### config.mk
export PLATFORM = sky130hd
export DESIGN_NAME = gscan_top
export DESIGN_NICKNAME = d
export VERILOG_FILES = /design/src/rtl/gscan_pkg.sv /design/src/rtl/gscan_sync.sv /design/src/rtl/gscan_ctrl.sv /design/src/rtl/gscan_dp.sv /design/src/rtl/gscan_top.sv
export SDC_FILE = /design/constraint.sdc
export NUM_CORES = 1
export LEC_CHECK = 0
export BUFFER_PORTS_ARGS = -buffer_cell sky130_fd_sc_hd__buf_2
export CAP_MARGIN = 5
export CORE_UTILIZATION = 47
export CTS_CLUSTER_DIAMETER = 60
export DETAILED_ROUTE_END_ITERATION = 10
export GPL_TIMING_DRIVEN = 1
export PLACE_DENSITY = 0.71
export SLEW_MARGIN = 10
export SYNTH_ARGS = -nofsm -noshare
export SYNTH_HDL_FRONTEND = slang
export SYNTH_SLANG_ARGS = --single-unit
### constraint.sdc
create_clock -name clk -period 1.79 [get_ports clk]
set_clock_uncertainty 0.2 [all_clocks]
set_input_delay 0.2685 -clock clk [delete_from_list [all_inputs] [get_ports clk]]
set_output_delay 0.2685 -clock clk [all_outputs]
set_load 0.03 [all_outputs]
### src/rtl/gscan_pkg.sv
package gscan_pkg;
  typedef enum logic [1:0] {ST_IDLE, ST_ISSUE, ST_WAIT} scanState_t;

  // strobes from control to datapath
  typedef struct packed {
    logic restart;   // hold slot counter and wrap tracking at start
    logic advance;   // a conversion has just finished
    logic setPause;  // gate closed mid-queue
  } dpStrobe_t;

  localparam logic [1:0] ADDR_CTRL = 2'd0;
  localparam logic [1:0] ADDR_LEN  = 2'd1;
  localparam logic [1:0] ADDR_CLR  = 2'd2;
endpackage

### src/rtl/gscan_sync.sv
module gscan_sync #(
  parameter int STAGES = 2
) (
  input  logic clk,
  input  logic rstN,
  input  logic asyncIn,
  output logic syncOut
);
  logic [STAGES-1:0] chain;

  always_ff @(posedge clk) begin
    if (!rstN) chain <= '0;
    else       chain <= {chain[STAGES-2:0], asyncIn};
  end

  assign syncOut = chain[STAGES-1];
endmodule

### src/rtl/gscan_ctrl.sv
module gscan_ctrl
  import gscan_pkg::*;
(
  input  logic       clk,
  input  logic       rstN,
  input  logic       gateSync,
  input  logic       enable,
  input  logic       atEnd,
  input  logic       convDone,
  output logic       convStart,
  output dpStrobe_t  strb
);
  scanState_t state, nextState;

  always_ff @(posedge clk) begin
    if (!rstN) state <= ST_IDLE;
    else       state <= nextState;
  end

  always_comb begin
    nextState = state;
    strb      = '0;
    unique case (state)
      ST_IDLE: begin
        strb.restart = 1'b1;
        if (enable && gateSync) nextState = ST_ISSUE;
      end
      ST_ISSUE: nextState = ST_WAIT;
      ST_WAIT: begin
        if (convDone) begin
          strb.advance = 1'b1;
          if (enable && gateSync) nextState = ST_ISSUE;
          else begin
            nextState = ST_IDLE;
            strb.setPause = enable && !atEnd;
          end
        end
      end
      default: nextState = ST_IDLE;
    endcase
  end

  assign convStart = (state == ST_ISSUE);

  // a request is never followed directly by another
  p_single_start_r2: assert property (@(posedge clk) disable iff (!rstN)
    convStart |=> !convStart);

  // a request only follows an open gate while enabled
  p_start_gated_r6: assert property (@(posedge clk) disable iff (!rstN)
    convStart |-> $past(gateSync && enable));
endmodule

### src/rtl/gscan_dp.sv
module gscan_dp
  import gscan_pkg::*;
#(
  parameter int MAX_LEN = 64,
  localparam int IDX_W  = $clog2(MAX_LEN)
) (
  input  logic             clk,
  input  logic             rstN,
  input  logic             wrEn,
  input  logic [1:0]       wrAddr,
  input  logic [IDX_W-1:0] wrData,
  input  dpStrobe_t        strb,
  output logic             enable,
  output logic             atEnd,
  output logic [IDX_W-1:0] slotIdx,
  output logic             cmplFlag,
  output logic             ovrFlag,
  output logic             pauseFlag,
  output logic [IDX_W-1:0] lastIdx
);
  localparam logic [IDX_W-1:0] LEN_M1_RST = IDX_W'(MAX_LEN - 1);

  logic [IDX_W-1:0] lenM1;
  logic             wrapSeen;
  logic             wrCtrl, wrLen, wrClr;
  logic             setCmpl, setOvr;

  assign wrCtrl  = wrEn && (wrAddr == ADDR_CTRL);
  assign wrLen   = wrEn && (wrAddr == ADDR_LEN);
  assign wrClr   = wrEn && (wrAddr == ADDR_CLR);
  assign atEnd   = (slotIdx >= lenM1);
  assign setCmpl = strb.advance && atEnd && !wrapSeen;
  assign setOvr  = strb.advance && atEnd && wrapSeen;

  always_ff @(posedge clk) begin
    if (!rstN) begin
      enable <= 1'b1;
      lenM1  <= LEN_M1_RST;
    end else begin
      if (wrCtrl) enable <= wrData[0];
      if (wrLen)  lenM1  <= wrData;
    end
  end

  always_ff @(posedge clk) begin
    if (!rstN) begin
      slotIdx  <= '0;
      wrapSeen <= 1'b0;
      lastIdx  <= '0;
    end else if (strb.restart) begin
      slotIdx  <= '0;
      wrapSeen <= 1'b0;
    end else if (strb.advance) begin
      lastIdx <= slotIdx;
      if (atEnd) begin
        slotIdx  <= '0;
        wrapSeen <= 1'b1;
      end else begin
        slotIdx <= slotIdx + 1'b1;
      end
    end
  end

  always_ff @(posedge clk) begin
    if (!rstN) begin
      cmplFlag  <= 1'b0;
      ovrFlag   <= 1'b0;
      pauseFlag <= 1'b0;
    end else begin
      cmplFlag  <= (cmplFlag  && !(wrClr && wrData[0])) || setCmpl;
      ovrFlag   <= (ovrFlag   && !(wrClr && wrData[1])) || setOvr;
      pauseFlag <= (pauseFlag && !(wrClr && wrData[2])) || strb.setPause;
    end
  end

  // finishing the last slot sends the next request to slot 0
  p_wrap_to_zero_r3: assert property (@(posedge clk) disable iff (!rstN)
    (strb.advance && atEnd) |=> (slotIdx == '0));

  // a repeated wrap in one window always leaves the overrun flag set
  p_ovr_on_rewrap_r5: assert property (@(posedge clk) disable iff (!rstN)
    (strb.advance && atEnd && wrapSeen) |=> ovrFlag);

  // completion flag survives anything but its own clear bit
  p_cmpl_sticky_r10: assert property (@(posedge clk) disable iff (!rstN)
    (cmplFlag && !(wrEn && wrAddr == ADDR_CLR && wrData[0])) |=> cmplFlag);

  // the pointer moves only when a conversion finishes
  p_last_hold_r7: assert property (@(posedge clk) disable iff (!rstN)
    !strb.advance |=> $stable(lastIdx));
endmodule

### src/rtl/gscan_top.sv
module gscan_top
  import gscan_pkg::*;
#(
  parameter int MAX_LEN = 64,
  parameter int SYNC_STAGES = 2,
  localparam int IDX_W = $clog2(MAX_LEN)
) (
  input  logic             clk,
  input  logic             rstN,
  input  logic             gateIn,
  input  logic             wrEn,
  input  logic [1:0]       wrAddr,
  input  logic [IDX_W-1:0] wrData,
  output logic             convStart,
  output logic [IDX_W-1:0] convIdx,
  input  logic             convDone,
  output logic             cmplFlag,
  output logic             ovrFlag,
  output logic             pauseFlag,
  output logic [IDX_W-1:0] lastIdx
);
  logic      gateSync, enable, atEnd;
  dpStrobe_t strb;

  gscan_sync #(.STAGES(SYNC_STAGES)) u_sync (
    .clk(clk), .rstN(rstN), .asyncIn(gateIn), .syncOut(gateSync)
  );

  gscan_ctrl u_ctrl (
    .clk(clk), .rstN(rstN), .gateSync(gateSync), .enable(enable),
    .atEnd(atEnd), .convDone(convDone), .convStart(convStart), .strb(strb)
  );

  gscan_dp #(.MAX_LEN(MAX_LEN)) u_dp (
    .clk(clk), .rstN(rstN), .wrEn(wrEn), .wrAddr(wrAddr), .wrData(wrData),
    .strb(strb), .enable(enable), .atEnd(atEnd), .slotIdx(convIdx),
    .cmplFlag(cmplFlag), .ovrFlag(ovrFlag), .pauseFlag(pauseFlag),
    .lastIdx(lastIdx)
  );
endmodule

==> impl_metrics.json, run 1 <==
{
  "routed_wl_mm": 2.40,
  "ant_nets": 0,
  "chipHeight_um": 53.1,
  "crit_start": "u_dp.slotIdx[0]",
  "track_usage_pct": 17.6,
  "globalplace.congestion": 0.775,
  "numPortBuffers": 28,
  "violations": "setup timing",
  "core_um2": 2480,
  "critPathMaxFanout": 5,
  "overflow": 0,
  "critPathRequiredTime_ns": 1.83,
  "drive_gt1_share_pct": 28.2,
  "synth_edf_count": 0,
  "synth_seq_cells": 27,
  "cts_root_buffer": "clkbuf_4",
  "min_path_cells": 2,
  "finalCriticalPeriod_ns": 1.79,
  "worstPathArrival_ns": 1.83,
  "ios": 29,
  "cts_num_sinks": 27,
  "finalSetupViolCount": 1,
  "clock_latency_ns": 0.32,
  "vdd.ir_drop.worst_mv": 0.475,
  "maxSlewViolCount": 0,
  "netlist.area_leader.share_pct": 44.0,
  "ys_types": 34,
  "htreeDepth": 1,
  "cts.path.max_buffers": 2,
  "yosys-top-cells-count": "nand2_1 (32), dfxtp_1 (27), ha_1 (7)",
  "drt-pass1-iter-count": 4,
  "post_cts_buffers": 0,
  "synth_warnings": 0,
  "hold_slack_ns": 0.0731,
  "rows": 18,
  "timing.rr.start": "u_dp.slotIdx[0]",
  "synthToLayoutAreaGrowth_pct": 27.9,
  "route.vias.total": 1053,
  "final_util_pct": 63.4,
  "timing.fmax_mhz": 558,
  "netlist_instances": 135,
  "hold_start": "rstN",
  "power_mw": 0.952,
  "cts_buffers": 3,
  "yosysTopAreaCell": "dfxtp_1",
  "post_drt_wl_per_cell_um": 11.8,
  "vias_per_cell": 5.16,
  "crit_type": "flop to flop",
  "antenna_found_initial": 0,
  "grt_pass1_wl_mm": 3.62,
  "syn_area_um2": 1230,
  "fp.dieW_um": 53.1,
  "cts_tree": "yes",
  "tightest_slew_ns": 0.613,
  "slew_headroom_pct": 58.7,
  "hold_path.class": "input port to flop",
  "async_reset_ff_share_pct": 0,
  "grt_max_degree": 25,
  "fin_crit_sh_pct": 100,
  "final-hold-violation-count": 0,
  "fin_nets": 195,
  "worst_slack_ns": -0.00162,
  "yosysMostFrequentCell": "nand2_1",
  "preCtsSetupSlack_ns": 0.0433,
  "syn_nets": 155,
  "first_global_vias": 895,
  "syn_avg_cell_area_um2": 9.09,
  "die_area_um2": 2820,
  "drc": 0,
  "synth_ff_type": "dfxtp_1",
  "rr_worst_depth": 6,
  "end_kind": "flop",
  "startpoint_type": "flop",
  "drv_cap": 0,
  "synth_area_leaders": "dfxtp_1 (44%), nand2_1 (9.8%), ha_1 (7.1%)",
  "seq_area_frac_synth_pct": 44.0,
  "drt_iter0_drc": 13,
  "fin_tns_setup_ns": -0.00162,
  "antenna_cells": 0,
  "p_leak_nw": 0.725,
  "power_density_nw_per_um2": 607,
  "clkSlewWorstSetupHoldPaths_ns": 0.14,
  "start_util_pct": 49.5,
  "place_hpwl_mm": 1.67,
  "outcome": "complete, but fails checks"
}
-- sequential cells by signal, indices dropped and copies added (netlist names) --
name	cells
u_dp.lastIdx	6
u_dp.lenM1	6
u_dp.slotIdx	6
u_ctrl.state	2
u_sync.chain	2
u_dp.cmplFlag	1
u_dp.enable	1
u_dp.ovrFlag	1
u_dp.pauseFlag	1
u_dp.wrapSeen	1
-- kinds of logic (layout without fill, tap and decap cells) --
family	Yosys count	after routing	synth area share, %
muxes	2	2	1.63
xor gates and xnor gates	4	4	2.85
AOI/OAI and AO/OA	28	29	17.4
adders and majority gates	7	7	7.14
and+or+nand+nor	55	55	22.2
DFF	27	27	44.0
buffers and inverters	12	50	4.69
-- critical path, stage by stage (launching register included) --
cell	delay [ns]
dfxtp_4	0.37
inv_1	0.05
ha_1	0.28
nand2b_4	0.15
a21oi_4	0.19
o221ai_2	0.19
a211oi_1	0.28
-- cell usage in the layout, fill, tap and decap left out, drive strengths merged, types with 4 or more instances in the layout --
cell	synthesis	final
a21boi	6	6
nand2	32	32
buf	3	33
dlygate4sd3	0	7
nand4	4	4
ha	7	7
o21ai	6	6
dfxtp	27	27
clkbuf	3	4
inv	6	6
xor2	4	4
a211oi	4	4
-- per-stage QoR --
stage,area (um2),std cells
after CTS,1520,203
after global routing,1570,204
after global placement,1430,192
after detailed placement,1430,192
after floorplan,1250,135
final,1570,204
-- final cells by class --
type	instances	area [um2]
Inverter	6	22.5
Timing Repair Buffer	40	248
Sequential cell	27	548
Multi-Input combinational cell	97	688
Clock buffer	4	26.3
Fill cell	204	907
Tap cell	30	37.5
-- where the power goes --
group          switching (mW)  internal (mW)  leakage (nW)
logic                  0.0375         0.0385         0.489
clock network           0.177         0.0874        0.0150
registers             0.00415          0.608         0.221
total                   0.218          0.734         0.725
-- path summary, 6_finish.rpt --
kind                                        end  slack (ns)
worst max register to register  u_dp.slotIdx[2]      -0.002
worst max-delay path            u_dp.slotIdx[2]      -0.002
worst min register to register  u_sync.chain[1]        0.26
worst min-delay path              u_dp.lenM1[4]        0.07
-- repair_timing --
item | in CTS | in global routing
hold buffers | 7 | 0
gates resized for setup | 0 | 6
setup endpoints to repair | 0 | 3
hold endpoints to repair | 8 | 0
-- layer usage --
layer / track usage [%] / up-vias / routed length, um
met5: 0 / - / 0
met3: 2.59 / 3 / 94
met2: 30.2 / 27 / 1100
li1: - / 555 / -
met1: 21.4 / 468 / 1180
met4: 7.89 / 0 / 30
No activity file was read; power rests on OpenSTA's default activity.
==> run 2, diff against run 1 <==
--- a/config.mk
+++ b/config.mk
@@ -12,6 +12,7 @@
 export DETAILED_ROUTE_END_ITERATION = 10
 export GPL_TIMING_DRIVEN = 1
 export PLACE_DENSITY = 0.71
+export RECOVER_POWER = 100
 export SLEW_MARGIN = 10
 export SYNTH_ARGS = -nofsm -noshare
 export SYNTH_HDL_FRONTEND = slang
==> run 2 against run 1 <==
  * The flow now finishes without violations
  * Sequential share of layout area is 0.48 points higher
  * Non-clock buffer count unchanged
  * Critical path depth unchanged
  * Wire length is 0.75% higher
  * Global-route usage unchanged
  * Critical path type unchanged
  * Maximum frequency up 0.59%
  * Worst setup slack improved by 0.011 ns
  * Clock-buffer cell count stayed put
==> impl_metrics.json, run 2 (synthesized netlist as in run 1, its figures left out) <==
{
  "outcome": "finished, final reports clean",
  "pwr-share-seq_pct": 63.9,
  "place_hpwl_mm": 1.67,
  "worst-path-buf-inv": 1,
  "startpoint_type": "flop",
  "crit_start": "u_dp.slotIdx[0]",
  "synthToLayoutAreaGrowth_pct": 26.2,
  "htreeDepth": 1,
  "cts_tree": "yes",
  "drt-pass1-iter-count": 4,
  "tightest_slew_ns": 0.537,
  "overflow": 0,
  "timing.fmax_mhz": 561,
  "routed_wl_mm": 2.42,
  "critPathMaxFanout": 5,
  "drt_iter0_drc": 9,
  "critPathTopFamily": "compound AO/OA/AOI/OAI gates",
  "drive_gt1_share_pct": 20.1,
  "cts_buffers": 3,
  "ant_nets": 0,
  "timing.rr.start": "u_dp.slotIdx[0]",
  "end_kind": "flop",
  "hold_path.class": "input port to flop",
  "chipHeight_um": 53.1,
  "final_common_cell": "nand2_1",
  "path_cells": "inv_1, ha_1, nand2b_4, a21oi_4, o221ai_2, a211oi_1",
  "vdd.ir_drop.worst_mv": 0.483,
  "cts.path.max_buffers": 2,
  "clock_latency_ns": 0.34,
  "p_clk_share_pct": 28.2,
  "start_util_pct": 49.5,
  "antenna_found_initial": 0,
  "core_um2": 2480,
  "numPortBuffers": 28,
  "p_comb_share_pct": 7.8,
  "globalplace.congestion": 0.775,
  "cts_num_sinks": 27,
  "worstPathArrival_ns": 1.84,
  "internal-power_mw": 0.734,
  "hold_start": "rstN",
  "fin_tns_setup_ns": 0,
  "ios": 29,
  "fp.dieW_um": 53.1,
  "p_switching_mw": 0.224,
  "stdcell_count": 204,
  "maxSlewViolCount": 0,
  "layout_common_cells": "nand2_1 (32), dfxtp_1 (23), buf_2 (15)",
  "place_inst": 192,
  "switching_share_pct": 23.4,
  "final-hold-violation-count": 0,
  "p_leak_nw": 0.670,
  "post_drt_wl_per_cell_um": 11.9,
  "route.vias.total": 1050,
  "fin_crit_sh_pct": 99.5,
  "track_usage_pct": 17.6,
  "finalCriticalPeriod_ns": 1.78,
  "drc": 0,
  "drv_cap": 0,
  "cts_root_buffer": "clkbuf_4",
  "first_global_vias": 895,
  "clkSlewWorstSetupHoldPaths_ns": 0.15,
  "slew_headroom_pct": 63.8,
  "grt_pass1_wl_mm": 3.62,
  "reg_top3": "u_dp.lastIdx: 6 flops, u_dp.lenM1: 6 flops, u_dp.slotIdx: 6 flops",
  "die_area_um2": 2820,
  "rows": 18,
  "antenna_cells": 0,
  "cp_slowest_cell": "dfxtp_4",
  "power_density_nw_per_um2": 618,
  "fin_nets": 195,
  "finalSetupViolCount": 0,
  "critPathRequiredTime_ns": 1.84,
  "crit_type": "flop to flop",
  "vias_per_cell": 5.15,
  "crit_path_max_incr_delay_ns": 0.37,
  "grt_max_degree": 25
}
==> run 2: cell types whose count changed in the layout (fill, tap and decap cells not counted) <==
cell | before | now
and2_0 | 0 | 1
a211oi_2 | 1 | 0
clkbuf_1 | 1 | 14
buf_2 | 28 | 15
and2_1 | 2 | 1
a211oi_1 | 3 | 4
==> run 2: area by class of cell <==
type,instances,area [um2]
flip-flops and latches,27,548
inverters,6,22.5
repair buffers,40,231
clock buffers,4,26.3
fillers,212,928
multi-input cells,97,683
well taps,30,37.5
==> run 2: path summary, 6_finish.rpt <==
kind	slack, ns	depth (start not counted)	end
setup / recovery	0.009	6	u_dp.slotIdx[2]
hold / removal	0.06	2	u_dp.lenM1[1]
setup reg to reg	0.009	6	u_dp.slotIdx[2]
hold reg to reg	0.26	1	u_sync.chain[1]
==> run 2: power groups by stage <==
stage	Sequential [mW]	Combinational (mW)	Clock (mW)
finish	0.612	0.0751	0.270
global route	0.614	0.0832	0.296
CTS	0.613	0.0722	0.273
detailed placement	0.626	0.0608	0
global placement	0.625	0.0591	0
floorplan	0.625	0.0377	0
==> run 2: per-stage QoR <==
step	total power, mW	hold slack [ns]	setup slack (ns)	cell area [um2]	util [%]
after floorplan	0.663	0.194	0.0144	1250	-
after global placement	0.684	0.215	0.0822	1430	57.6
after detailed placement	0.687	0.225	0.0433	1430	57.6
after CTS	0.958	0.0719	0.0247	1520	61.5
after global routing	0.993	0.0845	-0.0127	1550	62.5
final	0.958	0.0633	0.00892	1550	62.5
==> run 2: what timing repair did <==
action | 4_1_cts | 5_1_grt
setup buffers | 0 | 0
resized for setup | 0 | 6
hold buffers | 7 | 0
endpoints found under the hold margin | 8 | 0
setup endpoints to repair | 0 | 3
==> run 2: layer usage <==
layer | GRT usage [%] | wire length, um
met1 | 21.4 | 1180
met2 | 30.2 | 1130
met3 | 2.59 | 88
met4 | 7.89 | 26
met5 | 0 | 0
